### config.mk
export PLATFORM = sky130hd
export DESIGN_NAME = wm_fifo
export DESIGN_NICKNAME = d
export VERILOG_FILES = /design/src/rtl/wmf_pkg.sv /design/src/rtl/wmf_ptr.sv /design/src/rtl/wmf_store.sv /design/src/rtl/wmf_level.sv /design/src/rtl/wm_fifo.sv
export SDC_FILE = /design/constraint.sdc
export NUM_CORES = 1
export LEC_CHECK = 0
export BUFFER_PORTS_ARGS = -buffer_cell sky130_fd_sc_hd__buf_2
export CORE_UTILIZATION = 45
export DETAILED_ROUTE_END_ITERATION = 10
export GPL_TIMING_DRIVEN = 0
export REMOVE_ABC_BUFFERS = 1
export SLEW_MARGIN = 20
export SYNTH_ARGS = -nofsm -noshare
export SYNTH_HDL_FRONTEND = slang
export SYNTH_SLANG_ARGS = --single-unit
### constraint.sdc
create_clock -name clk -period 2.4 [get_ports clk]
set_input_delay 0.36 -clock clk [delete_from_list [all_inputs] [get_ports clk]]
set_output_delay 0.36 -clock clk [all_outputs]
set_load 0.05 [all_outputs]
### src/rtl/wmf_pkg.sv
package wmf_pkg;
  localparam int DEF_DATA_W = 8;
  localparam int DEF_DEPTH  = 8;
endpackage

### src/rtl/wmf_ptr.sv
module wmf_ptr #(
  parameter int AW = 3
) (
  input  logic        clk,
  input  logic        rst_n,
  input  logic        step,
  output logic [AW:0] ptr
);
  always_ff @(posedge clk) begin
    if (!rst_n)    ptr <= '0;
    else if (step) ptr <= ptr + 1'b1;
  end
endmodule

### src/rtl/wmf_store.sv
module wmf_store #(
  parameter int DW    = 8,
  parameter int DEPTH = 8,
  localparam int AW   = $clog2(DEPTH)
) (
  input  logic          clk,
  input  logic          we,
  input  logic [AW-1:0] waddr,
  input  logic [DW-1:0] wdata,
  input  logic [AW-1:0] raddr,
  output logic [DW-1:0] rdata
);
  logic [DW-1:0] slot [DEPTH];

  for (genvar i = 0; i < DEPTH; i++) begin : g_slot
    always_ff @(posedge clk) begin
      if (we && waddr == AW'(i)) slot[i] <= wdata;
    end
  end

  assign rdata = slot[raddr];
endmodule

### src/rtl/wmf_level.sv
module wmf_level #(
  parameter int AW = 3
) (
  input  logic [AW:0]   wr_ptr,
  input  logic [AW:0]   rd_ptr,
  input  logic [AW-1:0] thr,
  output logic          full,
  output logic          empty,
  output logic          below,
  output logic          above
);
  logic [AW:0] fill;
  logic [AW:0] thr_x;

  assign fill  = wr_ptr - rd_ptr;
  assign thr_x = {1'b0, thr};
  assign empty = (wr_ptr == rd_ptr);
  assign full  = (wr_ptr[AW] != rd_ptr[AW]) && (wr_ptr[AW-1:0] == rd_ptr[AW-1:0]);
  assign below = (fill < thr_x);
  assign above = (fill > thr_x);
endmodule

### src/rtl/wm_fifo.sv
module wm_fifo
  import wmf_pkg::*;
#(
  parameter int DW    = DEF_DATA_W,
  parameter int DEPTH = DEF_DEPTH,
  localparam int AW   = $clog2(DEPTH)
) (
  input  logic          clk,
  input  logic          rst_n,
  input  logic          wr_ce,
  input  logic          in_valid,
  output logic          in_ready,
  input  logic [DW-1:0] in_data,
  input  logic          rd_ce,
  output logic          out_valid,
  input  logic          out_ready,
  output logic [DW-1:0] out_data,
  input  logic [AW-1:0] level_thr,
  output logic          tx_low,
  output logic          rx_high
);
  logic [AW:0] wr_ptr, rd_ptr;
  logic        full, empty, wr_take, rd_take;

  assign wr_take   = wr_ce && in_valid && !full;
  assign rd_take   = rd_ce && out_ready && !empty;
  assign in_ready  = !full;
  assign out_valid = !empty;

  wmf_ptr #(.AW(AW)) u_wptr (
    .clk(clk), .rst_n(rst_n), .step(wr_take), .ptr(wr_ptr));

  wmf_ptr #(.AW(AW)) u_rptr (
    .clk(clk), .rst_n(rst_n), .step(rd_take), .ptr(rd_ptr));

  wmf_store #(.DW(DW), .DEPTH(DEPTH)) u_store (
    .clk(clk), .we(wr_take), .waddr(wr_ptr[AW-1:0]), .wdata(in_data),
    .raddr(rd_ptr[AW-1:0]), .rdata(out_data));

  wmf_level #(.AW(AW)) u_level (
    .wr_ptr(wr_ptr), .rd_ptr(rd_ptr), .thr(level_thr),
    .full(full), .empty(empty), .below(tx_low), .above(rx_high));
endmodule

Yosys cells after proc, flatten, opt, wreduce, memory -nomap -nowiden
Memory sizes are Yosys's and may differ from the RTL's. A register that Yosys moved wholly into a read port is not among the register bits. Index checks and enable logic that the tools add are counted.

Add/sub/neg operators: 3. Magnitude comparators: 2. Equal/unequal tests: 10. Multiplexer cells: 39. Reduce and logical (&&, ||, !) cells: 23.

Operators with widths (count): 2-to-1 mux 8 bit (7); OR reduction 8 bit (7); 2-to-1 mux 3 bit (9); 2-to-1 mux 1 bit (23); logical AND 1 bit (13); equality test 3 bit (second input constant) (4); adder 4 x 1 -> 4 bit (second input constant) (2); equality test 3 x 2 -> 1 bit (second input constant) (2); equality test 4 bit (1); > comparator 4 x 3 -> 1 bit (1); < comparator 4 x 3 -> 1 bit (1); subtractor 4 bit (1); equality test 3 x 1 -> 1 bit (second input constant) (1); equality test 3 bit (1); zero test 3 bit (1); zero test 1 bit (2); != test 1 bit (1).

Flip-flop bits (word level): 8. RAM bits: 64. Input bits: 17. Output and inout port bits: 12. Word-level logic and storage cells: 80. Memories kept: 1.

Memories: u_store.slot (depth 8, bits a word 8, rd ports 1, clocked after Yosys merged registers in 1, write ports 1, line wmf_store.sv:13) `logic [DW-1:0] slot [DEPTH];`.

Logic depth before layout (Yosys ltp)
Depth after elaboration: 15. Mapped depth: 9.

Hierarchy
Synthesis repeated with hierarchy kept, for this count alone.

Cells, all modules: 170. Area total of the unflattened synthesis: 3123.0 um^2.

Modules (own cells, without submodules): wmf_store (instances 1, cells an instance 106, area an instance 2531.2 um^2, sequential area each 1921.8 um^2); wmf_ptr (instances 2, cells an instance 16, area an instance 176.4 um^2, sequential area each 80.1 um^2); wmf_level (instances 1, cells an instance 28, area an instance 214.0 um^2, sequential area each 0.0 um^2); wm_fifo (instances 1, cells an instance 4, area an instance 25.0 um^2, sequential area each 0.0 um^2).

Worst setup path before layout
No wires, ideal clock.

Kind: flip-flop to output port. From: register u_wptr.ptr[0]. To: output tx_low. Arrival time: 2.375 ns. Required time: 2.040 ns. Slack: -0.335 ns. Stages on the path, launching flop included: 10. Path through: dfxtp_1 inv_1 ha_1 inv_1 fa_1 ha_1 nor2b_1 o21ai_0 nand2b_1 nor2_1.

Cells in the longest elaborated chain, start to end: 2.

RTL lines: from (decl) (line wmf_ptr.sv:7) `output logic [AW:0] ptr`; from (signal assigned) (line wmf_ptr.sv:11) `else if (step) ptr <= ptr + 1'b1;`; subtractor 4 bit (line wmf_level.sv:15) `assign fill = wr_ptr - rd_ptr;`; < comparator 4 x 3 -> 1 bit (line wmf_level.sv:19) `assign below = (fill < thr_x);`; to (decl) (line wm_fifo.sv:19) `output logic tx_low,`.

Every way passes these cells.

Final worst setup path
From: register u_wptr.ptr[0]. To: output rx_high.

Cells in the longest elaborated chain, start to end: 2.

RTL lines: subtractor 4 bit (line wmf_level.sv:15); > comparator 4 x 3 -> 1 bit (line wmf_level.sv:20) `assign above = (fill > thr_x);`; to (decl) (line wm_fifo.sv:20) `output logic rx_high`.

Every way passes these cells.

==> results.md <==
* Worst setup path class: reg2out
* Worst-path fanout max at 2
* VDD IR max at about 0.33 mV
* Overall die height at approximately 87 um
* Die W at about 87 um
* Total core area at about 0.007 sq mm
* Worst-case clock skew at 0.009598 ns
* CTS Buf Count at 9
* Rows at 30
* CP required at just over 2 ns
* Top area cells in the synthesized netlist: edfxtp_1 59%, mux4_1 12%, dfxtp_1 6.8%
* Worst skew pair latency at between 0.3 and 0.4 ns
* Initial DRT Pass Iterations at 4
* DP Wirelength at 3647 um
* Fmax at around 0.37 GHz
* Crit start category: register
* Tightest Hold Check Type: in2reg
* Area leader, netlist: edfxtp_1
* All-Layer GR Usage at 0.1675
* #FFs+latches synth at between 70 and 80
* Power Density at 710.2 mW/mm^2
* Placer Congestion at slightly below 0.9
* Mapped Cells at 185
* Area Overhead vs Synth at 16.43%
* Worst reg-to-reg setup slack at about 0.13 ns
* Sequential Power Share at 0.542
* IO Port Bufs at 28
* RSZ-0062 raised after global routing: yes
* Internal power at 1.962 mW
* Distinct cells, synth at 30
* Ys flop type: edfxtp_1
* Post-synth EDFFs at 64
* Detailed router's first-iteration violation count at between 100 and 150
* Synthesized area at approximately 0.0032 sq mm
* Largest net degree at the start of global routing at 17
* Avg Cell Area, Syn at 17.49 sq um
* Vias in the first global route at about 1700
* Final Hold Viols at 0
* Routed WL per cell at 17.93 um
* # Max-Cap Violations at 0
* LEAKAGE at ~1.4 nW
* Place WS at -0.2619 ns
* Die Area at between 0.007 and 0.008 sq mm
* Tightest Pin Transition at between 0.6 and 0.7 ns
* Antenna violations before repair at 0
* Ant. Diodes at 0
* Vias per cell at between 5 and 6
* Maximum root-to-sink buffer count at 2
* TritonCTS Sinks at 75
* Yosys warns at 0
* Setup crit end kind: output port
* Comb pwr share at 0.142
* Top Ports at 29
* Most frequent cells in the layout: 64 x edfxtp_1, 26 x buf_2, 15 x mux4_1, 15 x nand2_1, 11 x ha_1
* Power, Total at approximately 2.7 mW
* Sequential area share after synthesis at 0.6620
* Nets at between 200 and 300
* Placement Cell Area at 0.003448 sq mm
* Slew headroom at 0.5904
* Max-slew violation count at 0
* Clock tree root driver cell: clkbuf_8
* Clock Pin Slew Worst Setup and Hold Paths at approximately 0.090 ns
* Initial Utilization at 0.4710
* Final WL at 5826 um
* Post-route cell area at between 0.003 and 0.004 sq mm
* Commonest non-fill, non-tap cell in the layout: edfxtp_1
* Asr flop ratio synth at 0
* Post-cts hold buffer count at 0
* Net Switching at 0.7139 mW
* Via count at roughly 1700
* Status: finished, violations left
* Failing checks: setup timing
* Clock period minus worst slack at 2.697 ns
* DRC at 0
* Crit path arrival time at between 2 and 2.5 ns
* Global-route wire length before repair at a little under 9000 um
* CTS tree: built
* Final hold slack at about 0.28 ns
* Clock Power Share at 0.316
* GRT overflow at 0
* Layout cells sized above 1 at 0.3362
* Synth top area share at 0.5940
* Final TNS setup at -0.5612 ns
* Fin crit share at 1.124
* H-Tree Depth at 3
* Final WS setup at -0.2970 ns
* Setup Viol. Count Final at 2
* DRT antenna net count at 0
* Switching share of power at 0.2668
metrics by stage:
stage                     cells    util
after global placement      303  0.5020
after CTS                   321  0.5368
after global routing        325  0.5485
after floorplan             179       -
after detailed placement    303  0.5020
final                       325  0.5485
worst max-delay path, cell delays in order (launching register included):
cell,delay (ns)
dfxtp_4,0.36
inv_4,0.06
ha_4,0.13
inv_2,0.03
fa_1,0.51
ha_4,0.21
nor2b_4,0.12
o21ai_2,0.13
nand2b_1,0.10
a21o_1,0.20
buf_6,0.15
sequential cells by signal, indices dropped and copies added (netlist names), named ones only:
| signal | cells |
|---|---|
| u_rptr.ptr | 4 |
| u_store.slot | 64 |
| u_wptr.ptr | 4 |
power by group through the flow:
| stage | sequential [mW] | clock [mW] | combinational, mW |
|---|---|---|---|
| final | 1.45 | 0.846 | 0.380 |
| after global routing | 1.45 | 0.918 | 0.407 |
| after CTS | 1.46 | 0.855 | 0.336 |
| after detailed placement | 1.49 | 0 | 0.306 |
| after global placement | 1.49 | 0 | 0.295 |
| after floorplan | 1.48 | 0 | 0.227 |
worst paths after layout:
check | from | depth (start not counted) | end
setup / recovery | u_wptr.ptr[0] | 10 | rx_high
hold / removal | in_data[0] | 1 | u_store.slot[6][0]
setup reg to reg | u_wptr.ptr[1] | 5 | u_store.slot[2][1]
hold reg to reg | u_wptr.ptr[3] | 2 | u_wptr.ptr[3]
metal layers:
metal | routed length (um) | up-vias | global-route usage
li1 | - | 799 | -
met1 | 2703 | 832 | 0.2129
met2 | 2819 | 31 | 0.2620
met3 | 153 | 13 | 0.04952
met4 | 150 | 0 | 0.08485
met5 | 0 | - | 0
kinds of logic after synthesis:
| logic type | count (synthesis) | share of synthesized area |
|---|---|---|
| fa+ha+maj | 14 | 0.05646 |
| simple gates | 39 | 0.05608 |
| mux | 26 | 0.1628 |
| buf+inv | 14 | 0.02397 |
| flops | 75 | 0.6620 |
| compound gates | 10 | 0.01972 |
| xor+xnor | 7 | 0.01895 |
synth_stat cells, types with 2 or more instances:
| cell type | instances |
|---|---|
| edfxtp_1 | 64 |
| mux4_1 | 15 |
| nand2_1 | 15 |
| ha_1 | 13 |
| dfxtp_1 | 11 |
| inv_1 | 8 |
| mux2_2 | 8 |
| nor2_1 | 7 |
| and2_1 | 6 |
| nand3_1 | 6 |
| o21ai_0 | 4 |
| xor2_1 | 4 |
| xnor2_1 | 3 |
| a21oi_1 | 2 |
| clkbuf_1 | 2 |
| mux2i_1 | 2 |
| nand2b_1 | 2 |
repair_timing:
item,CTS,global route
cloned,0,0
gates resized for setup,23,8
setup endpoints to repair,58,17
buffers inserted,2,4
pin swaps,4,2
endpoints found under the hold margin,0,0
final cells by class:
cell class	count	area [sq um]
Fill cell	559	3102
Sequential cell	75	2156
Multi-Input combinational cell	96	1076
Timing Repair Buffer	34	214.0
Clock buffer	10	127.6
Tap cell	96	120.1
Clock inverter	6	41.29
Inverter	8	32.53
Note: power is estimated with default switching activity, not from simulation.
